===== src/rtl/i2c_lw_pkg.sv =====
package i2c_lw_pkg;
    typedef enum logic {
        FLT_STABLE = 1'b0,
        FLT_QUAL   = 1'b1
    } flt_state_e;

    localparam int LINE_SCL  = 0;
    localparam int LINE_SDA  = 1;
    localparam int NUM_LINES = 2;

    localparam int MON_SCL_LVL = 0;
    localparam int MON_SDA_LVL = 1;
    localparam int MON_SCL_FRC = 2;
    localparam int MON_SDA_FRC = 3;
endpackage


===== src/rtl/lw_sync.sv =====
module lw_sync #(
    parameter int   STAGES  = 2,
    parameter logic RST_VAL = 1'b1
) (
    input  logic clk,
    input  logic rst_n,
    input  logic d_i,
    output logic q_o
);
    logic [STAGES-1:0] chain_q;

    generate
        for (genvar s = 0; s < STAGES; s++) begin : g_stage
            if (s == 0) begin : g_first
                always_ff @(posedge clk or negedge rst_n) begin
                    if (!rst_n) chain_q[0] <= RST_VAL;
                    else        chain_q[0] <= d_i;
                end
            end else begin : g_next
                always_ff @(posedge clk or negedge rst_n) begin
                    if (!rst_n) chain_q[s] <= RST_VAL;
                    else        chain_q[s] <= chain_q[s-1];
                end
            end
        end
    endgenerate

    assign q_o = chain_q[STAGES-1];
endmodule


===== src/rtl/lw_glitch_filter.sv =====
module lw_glitch_filter
    import i2c_lw_pkg::*;
#(
    parameter int FLT_W = 8
) (
    input  logic             clk,
    input  logic             rst_n,
    input  logic             raw_i,
    input  logic [FLT_W-1:0] len_i,
    output logic             level_o
);
    flt_state_e       state_q, state_d;
    logic [FLT_W-1:0] cnt_q, cnt_d;
    logic             level_q, level_d;

    // State register
    always_ff @(posedge clk or negedge rst_n) begin
        if (!rst_n) begin
            state_q <= FLT_STABLE;
            cnt_q   <= '0;
            level_q <= 1'b1;
        end else begin
            state_q <= state_d;
            cnt_q   <= cnt_d;
            level_q <= level_d;
        end
    end

    // Transitions and outputs
    always_comb begin
        state_d = state_q;
        cnt_d   = cnt_q;
        level_d = level_q;
        unique case (state_q)
            FLT_STABLE: begin
                if (raw_i != level_q) begin
                    if (len_i == '0) begin
                        level_d = raw_i;            // stable-commit
                    end else begin
                        state_d = FLT_QUAL;         // start-qualify
                        cnt_d   = FLT_W'(1);
                    end
                end
            end
            FLT_QUAL: begin
                if (raw_i == level_q) begin
                    state_d = FLT_STABLE;           // reject-bounce
                    cnt_d   = '0;
                end else if (cnt_q >= len_i) begin
                    state_d = FLT_STABLE;           // qualify-commit
                    cnt_d   = '0;
                    level_d = raw_i;
                end else begin
                    cnt_d = cnt_q + FLT_W'(1);
                end
            end
            default: begin
                state_d = FLT_STABLE;
                cnt_d   = '0;
            end
        endcase
    end

    assign level_o = level_q;

    // A new filtered level must be the level the input showed at that edge
    p_commit_match_r3: assert property (@(posedge clk) disable iff (!rst_n)
        (level_q != $past(level_q)) |-> ($past(raw_i) == level_q));

    // An input equal to the accepted level never moves the output
    p_no_glitch_r4: assert property (@(posedge clk) disable iff (!rst_n)
        ($past(raw_i) == $past(level_q)) |-> (level_q == $past(level_q)));

    // A qualification run always carries a nonzero count
    p_cnt_live_r5: assert property (@(posedge clk) disable iff (!rst_n)
        (state_q == FLT_QUAL) |-> (cnt_q != '0));
endmodule


===== src/rtl/lw_force_reg.sv =====
module lw_force_reg
    import i2c_lw_pkg::*;
(
    input  logic                 clk,
    input  logic                 rst_n,
    input  logic [NUM_LINES-1:0] we_i,
    input  logic [NUM_LINES-1:0] wd_i,
    output logic [NUM_LINES-1:0] force_o
);
    logic [NUM_LINES-1:0] force_q;

    generate
        for (genvar i = 0; i < NUM_LINES; i++) begin : g_field
            always_ff @(posedge clk or negedge rst_n) begin
                if (!rst_n)     force_q[i] <= 1'b0;
                else if (we_i[i]) force_q[i] <= wd_i[i];
            end

            // A field not written keeps its value (R6 for SCL, R7 for SDA)
            p_field_hold_r6_r7: assert property (@(posedge clk) disable iff (!rst_n)
                !we_i[i] |=> $stable(force_q[i]));
        end
    endgenerate

    assign force_o = force_q;
endmodule


===== src/rtl/i2c_line_watch.sv =====
module i2c_line_watch
    import i2c_lw_pkg::*;
#(
    parameter int FLT_W     = 8,
    parameter int SYNC_DEPTH = 2
) (
    input  logic             clk,
    input  logic             rst_n,
    input  logic             scl_pad_i,
    input  logic             sda_pad_i,
    input  logic             eng_scl_pull_i,
    input  logic             eng_sda_pull_i,
    input  logic [FLT_W-1:0] glitch_len_i,
    input  logic [1:0]       force_we_i,
    input  logic [1:0]       force_wd_i,
    output logic [3:0]       mon_o,
    output logic             scl_level_o,
    output logic             sda_level_o,
    output logic             scl_pull_o,
    output logic             sda_pull_o
);
    logic [NUM_LINES-1:0] pad_raw;
    logic [NUM_LINES-1:0] pad_sync;
    logic [NUM_LINES-1:0] level;
    logic [NUM_LINES-1:0] force_bits;

    assign pad_raw[LINE_SCL] = scl_pad_i;
    assign pad_raw[LINE_SDA] = sda_pad_i;

    generate
        for (genvar l = 0; l < NUM_LINES; l++) begin : g_line
            lw_sync #(.STAGES(SYNC_DEPTH), .RST_VAL(1'b1)) u_sync (
                .clk   (clk),
                .rst_n (rst_n),
                .d_i   (pad_raw[l]),
                .q_o   (pad_sync[l])
            );
            lw_glitch_filter #(.FLT_W(FLT_W)) u_filt (
                .clk     (clk),
                .rst_n   (rst_n),
                .raw_i   (pad_sync[l]),
                .len_i   (glitch_len_i),
                .level_o (level[l])
            );
        end
    endgenerate

    lw_force_reg u_force (
        .clk     (clk),
        .rst_n   (rst_n),
        .we_i    (force_we_i),
        .wd_i    (force_wd_i),
        .force_o (force_bits)
    );

    assign scl_level_o = level[LINE_SCL];
    assign sda_level_o = level[LINE_SDA];
    assign scl_pull_o  = force_bits[LINE_SCL] | eng_scl_pull_i;
    assign sda_pull_o  = force_bits[LINE_SDA] | eng_sda_pull_i;

    always_comb begin
        mon_o              = '0;
        mon_o[MON_SCL_LVL] = level[LINE_SCL];
        mon_o[MON_SDA_LVL] = level[LINE_SDA];
        mon_o[MON_SCL_FRC] = force_bits[LINE_SCL];
        mon_o[MON_SDA_FRC] = force_bits[LINE_SDA];
    end

    // Writing a 1 into an override pulls its line low from the next cycle
    p_scl_force_pull_r6: assert property (@(posedge clk) disable iff (!rst_n)
        (force_we_i[0] && force_wd_i[0]) |=> scl_pull_o);
    p_sda_force_pull_r7: assert property (@(posedge clk) disable iff (!rst_n)
        (force_we_i[1] && force_wd_i[1]) |=> sda_pull_o);
endmodule


===== config.mk =====
export PLATFORM = sky130hd
export DESIGN_NAME = i2c_line_watch
export DESIGN_NICKNAME = d
export VERILOG_FILES = /design/src/rtl/i2c_lw_pkg.sv /design/src/rtl/lw_sync.sv /design/src/rtl/lw_glitch_filter.sv /design/src/rtl/lw_force_reg.sv /design/src/rtl/i2c_line_watch.sv
export SDC_FILE = /design/constraint.sdc
export NUM_CORES = 1
export LEC_CHECK = 0
export BUFFER_PORTS_ARGS = -buffer_cell sky130_fd_sc_hd__clkbuf_2
export CORE_MARGIN = 2
export CORE_UTILIZATION = 30
export CTS_CLUSTER_SIZE = 12
export DETAILED_ROUTE_END_ITERATION = 8
export PLACE_DENSITY = 0.44
export SYNTH_ARGS = -nofsm -noshare
export SYNTH_HDL_FRONTEND = slang
export SYNTH_SLANG_ARGS = --single-unit

===== constraint.sdc =====
create_clock -name clk -period 3.8 [get_ports clk]
set_clock_uncertainty 0.15 [all_clocks]
set_input_delay 0.19 -clock clk [delete_from_list [all_inputs] [get_ports clk]]
set_output_delay 0.19 -clock clk [all_outputs]
set_load 0.01 [all_outputs]

==> metrics.md <==
| Metric | Value |
|---|---|
| Status | `completed` |
| First-pass DRT Iterations | `4` |
| Max-slew headroom | `0.5573` |
| Synth Cell Area | `1675 µm²` |
| Slowest stage cell, crit path | `nor4b_4` |
| CTS tree | `built` |
| CTS Buf Count | `3` |
| Max clock buf depth | `2` |
| Hold WC Path Type | `in -> reg` |
| Total inserted antenna cells | `0` |
| Initial Util | `0.3080` |
| GP Congestion | `0.7921` |
| Gr usage total | `0.1284` |
| Worst Path Buf+Inv | `0` |
| Tcrit/Tclk final | `0.5769` |
| Core Area | `5439 µm²` |
| RSZ-0062 raised after global routing | `false` |
| Post-route antenna net violation count | `0` |
| Critical path arrival | `about 2.2 ns` |
| Syn avg cell area | `10.09 µm²` |
| Vias | `1332` |
| FF+latch count, synth | `26` |
| CP Launch Type | `flip-flop` |
| Vias/cell | `4.970` |
| Tmin final | `around 2.2 ns` |
| Worst-skew pair later-pin latency | `0.27 ns` |
| Initial antenna violation count | `0` |
| Worst Tran Pin Value | `0.6640 ns` |
| Family with the most delay on the worst path | `simple AND/OR/NAND/NOR gates` |
| First-pass GRT wire length | `6.258 mm` |
| Grt peak-use layer | `met2` |
| Number of synthesized flops with an enable pin | `0` |
| Met1 Use GR | `0.1710` |
| Final slew viol count | `0` |
| Die height | `78.73 µm` |
| DIE AREA | `6198 µm²` |
| Largest net degree at the start of global routing | `27` |
| Post-DP HPWL | `2.812 mm` |
| Root buffer cell | `clkbuf_8` |
| Critical path required time | `3.83 ns` |
| Async SR Flop Fraction | `1.000` |
| Max incr delay on CP | `0.50 ns` |
| Sink Count | `26` |
| Fmax | `0.4562 GHz` |
| Multi-input gate area | `934.6 µm²` |
| Dominant synthesized flop cell | `dfrtp_1` |
| Area grow syn2layout | `16.95%` |
| Fin worst setup slack | `1.608 ns` |
| Sequential area share after synthesis | `0.3928` |
| Die span in x | `slightly below 80 µm` |
| Critical path type | `reg -> reg` |
| Yosys Warn Count | `0` |
| Setup_tns | `0 ns` |
| CTS H-Tree Depth | `1` |
| VDD IR max | `0.0002265 V` |
| Post-Route WL | `3.630 mm` |
| Crit path cell chain | `ha_1 > a211oi_2 > nor2_1 > nor4b_4 > nand2_4 > o311ai_2` |
| Fill cells | `532` |
| Setup bufs post-CTS | `0` |
| Storage element area | `658.1 µm²` |
| Pleak | `0.9088 nW` |
| Aggregate global routing overflow | `0` |
| Final core occ | `0.3602` |
| Largest cells by area after synthesis | `dfrtp_1 (30%), ha_1 (13%), dfstp_2 (9.4%)` |
| PortBufs | `25` |
| Layout cells sized above 1 | `0.2653` |
| Top-area cell type share of the netlist area | `0.2987` |
| Setup-failing EPs final | `0` |
| DRC | `0` |
| Met2 Usage GRT | `0.2068` |
| Syn_nets | `202` |
| Starting DRT DRC Count | `44` |
| Floorplan row count | `27` |
| Wire length per cell | `13.54 µm` |
| Leading area contributor after synthesis | `dfrtp_1` |
| Pwr dens | `466.9 nW/µm²` |
| Setup WS pre-CTS | `about 1.6 ns` |
| Final Hold Viols | `0` |
| Synth unique cells | `46` |
| Clk slew on worst S/H paths | `~0.09 ns` |
| Synth Instances | `166` |
| Max-cap violations | `0` |
| Worst Path Max Fanout | `8` |
| Met3 usage in global routing | `0.01591` |
| Nets | `234` |
| Top Ports | `26` |
| Number of global-route vias before repair | `1374` |
| Setup crit end kind | `flip-flop` |
==> power breakdown <==
| part | total, mW | internal, mW | switching [mW] |
|---|---|---|---|
| Sequential | 0.402 | 0.340 | 0.0620 |
| Combinational | 0.354 | 0.152 | 0.202 |
| Clock | 0.159 | 0.0712 | 0.0874 |
| Total | 0.915 | 0.563 | 0.352 |
==> cell usage after synthesis, drive strengths merged (3+ instances only) <==
| cell type | instances |
|---|---|
| mux2 | 4 |
| nor2b | 3 |
| a22o | 3 |
| nand4 | 5 |
| ha | 18 |
| nand2 | 15 |
| inv | 16 |
| nor4 | 3 |
| buf | 3 |
| xor2 | 4 |
| nor3 | 3 |
| nor2 | 10 |
| and3 | 3 |
| or2 | 3 |
| o21ai | 9 |
| a21oi | 5 |
| dfstp | 6 |
| dfrtp | 20 |
| a221o | 3 |
| nand3 | 8 |
==> worst paths after layout <==
check / startpoint / to / slack, ns / cells past startpoint
max in group asynchronous: rst_n / g_line[0].u_filt.cnt_q[1] / 2.75 / 2
worst max register to register: g_line[1].u_filt.cnt_q[5] / g_line[1].u_filt.cnt_q[3] / 1.61 / 6
worst min register to register: g_line[0].u_sync.chain_q[0] / g_line[0].u_sync.q_o / 0.21 / 0
min in group asynchronous: rst_n / g_line[1].u_filt.cnt_q[7] / 0.32 / 2
worst min-delay path: force_we_i[1] / u_force.force_o[1] / 0.01 / 2
worst max-delay path: g_line[1].u_filt.cnt_q[5] / g_line[1].u_filt.cnt_q[3] / 1.61 / 6
==> stage by stage <==
stage / power [mW] / instance area [µm²] / hold WS, ns / cells
6_report: 0.9148 / 1959 / 0.01270 / 268
5_1_grt: 0.9946 / 1959 / 0.01707 / 268
4_1_cts: 0.9300 / 1959 / 0.006285 / 268
3_5_place_dp: 0.7635 / 1868 / 0.1177 / 260
3_3_place_gp: 0.7515 / 1868 / 0.1040 / 260
2_1_floorplan: 0.6623 / 1675 / -0.2556 / 166
==> cell families after synthesis <==
group,share of synthesized area
XOR/XNOR,0.02614
multiplexers,0.02688
AND/OR/NAND/NOR,0.2114
AO/OA/AOI/OAI,0.1591
buffers and inverters,0.04929
adder cells (fa/ha/maj),0.1344
flip-flops,0.3928
==> state kept, by name, indices dropped and copies added, names as in the netlist <==
name                   cells
g_line.u_sync.q_o          2
g_line.u_filt.level_o      2
g_line.u_sync.chain_q      2
g_line.u_filt.cnt_q       16
g_line.u_filt.state_q      2
u_force.force_o            2
==> routing by layer <==
metal,up-vias,wire length (µm)
met5,-,0
met4,0,69
met3,7,156
met2,41,1607
met1,617,1797
li1,667,-
==> repair_timing <==
| item | in CTS | in global routing |
|---|---|---|
| hold buffers | 5 | 0 |
| endpoints found under the hold margin | 24 | 0 |
| gates resized for setup | 0 | 0 |
| endpoints found under the setup margin | 0 | 0 |
==> placed cells by master, fill, tap and decap left out, drive strengths merged, types with 2 or more instances in the layout <==
cell type and instances:
nor2 10, o311ai 2, and3 3, nor4 3, inv 16, xor2 4
dfrtp 20, o21ai 9, dfstp 6, a22o 3, a211oi 2, nor4b 2
nand4 5, clkbuf 28, mux2 4, and2 2, nor2b 3, ha 18
nor3 3, nand3 8, or2 3, nand2 15, a221o 3, dlygate4sd3 5
a21oi 5
==> final cells by class <==
class / count / share of cell area
tap: 72 / 0.04598
sequential: 26 / 0.3359
multi-input combinational: 121 / 0.4770
clock buffer: 3 / 0.02107
inverter: 16 / 0.03065
timing repair buffer: 30 / 0.08940
Power figures use the tool's default switching activity.
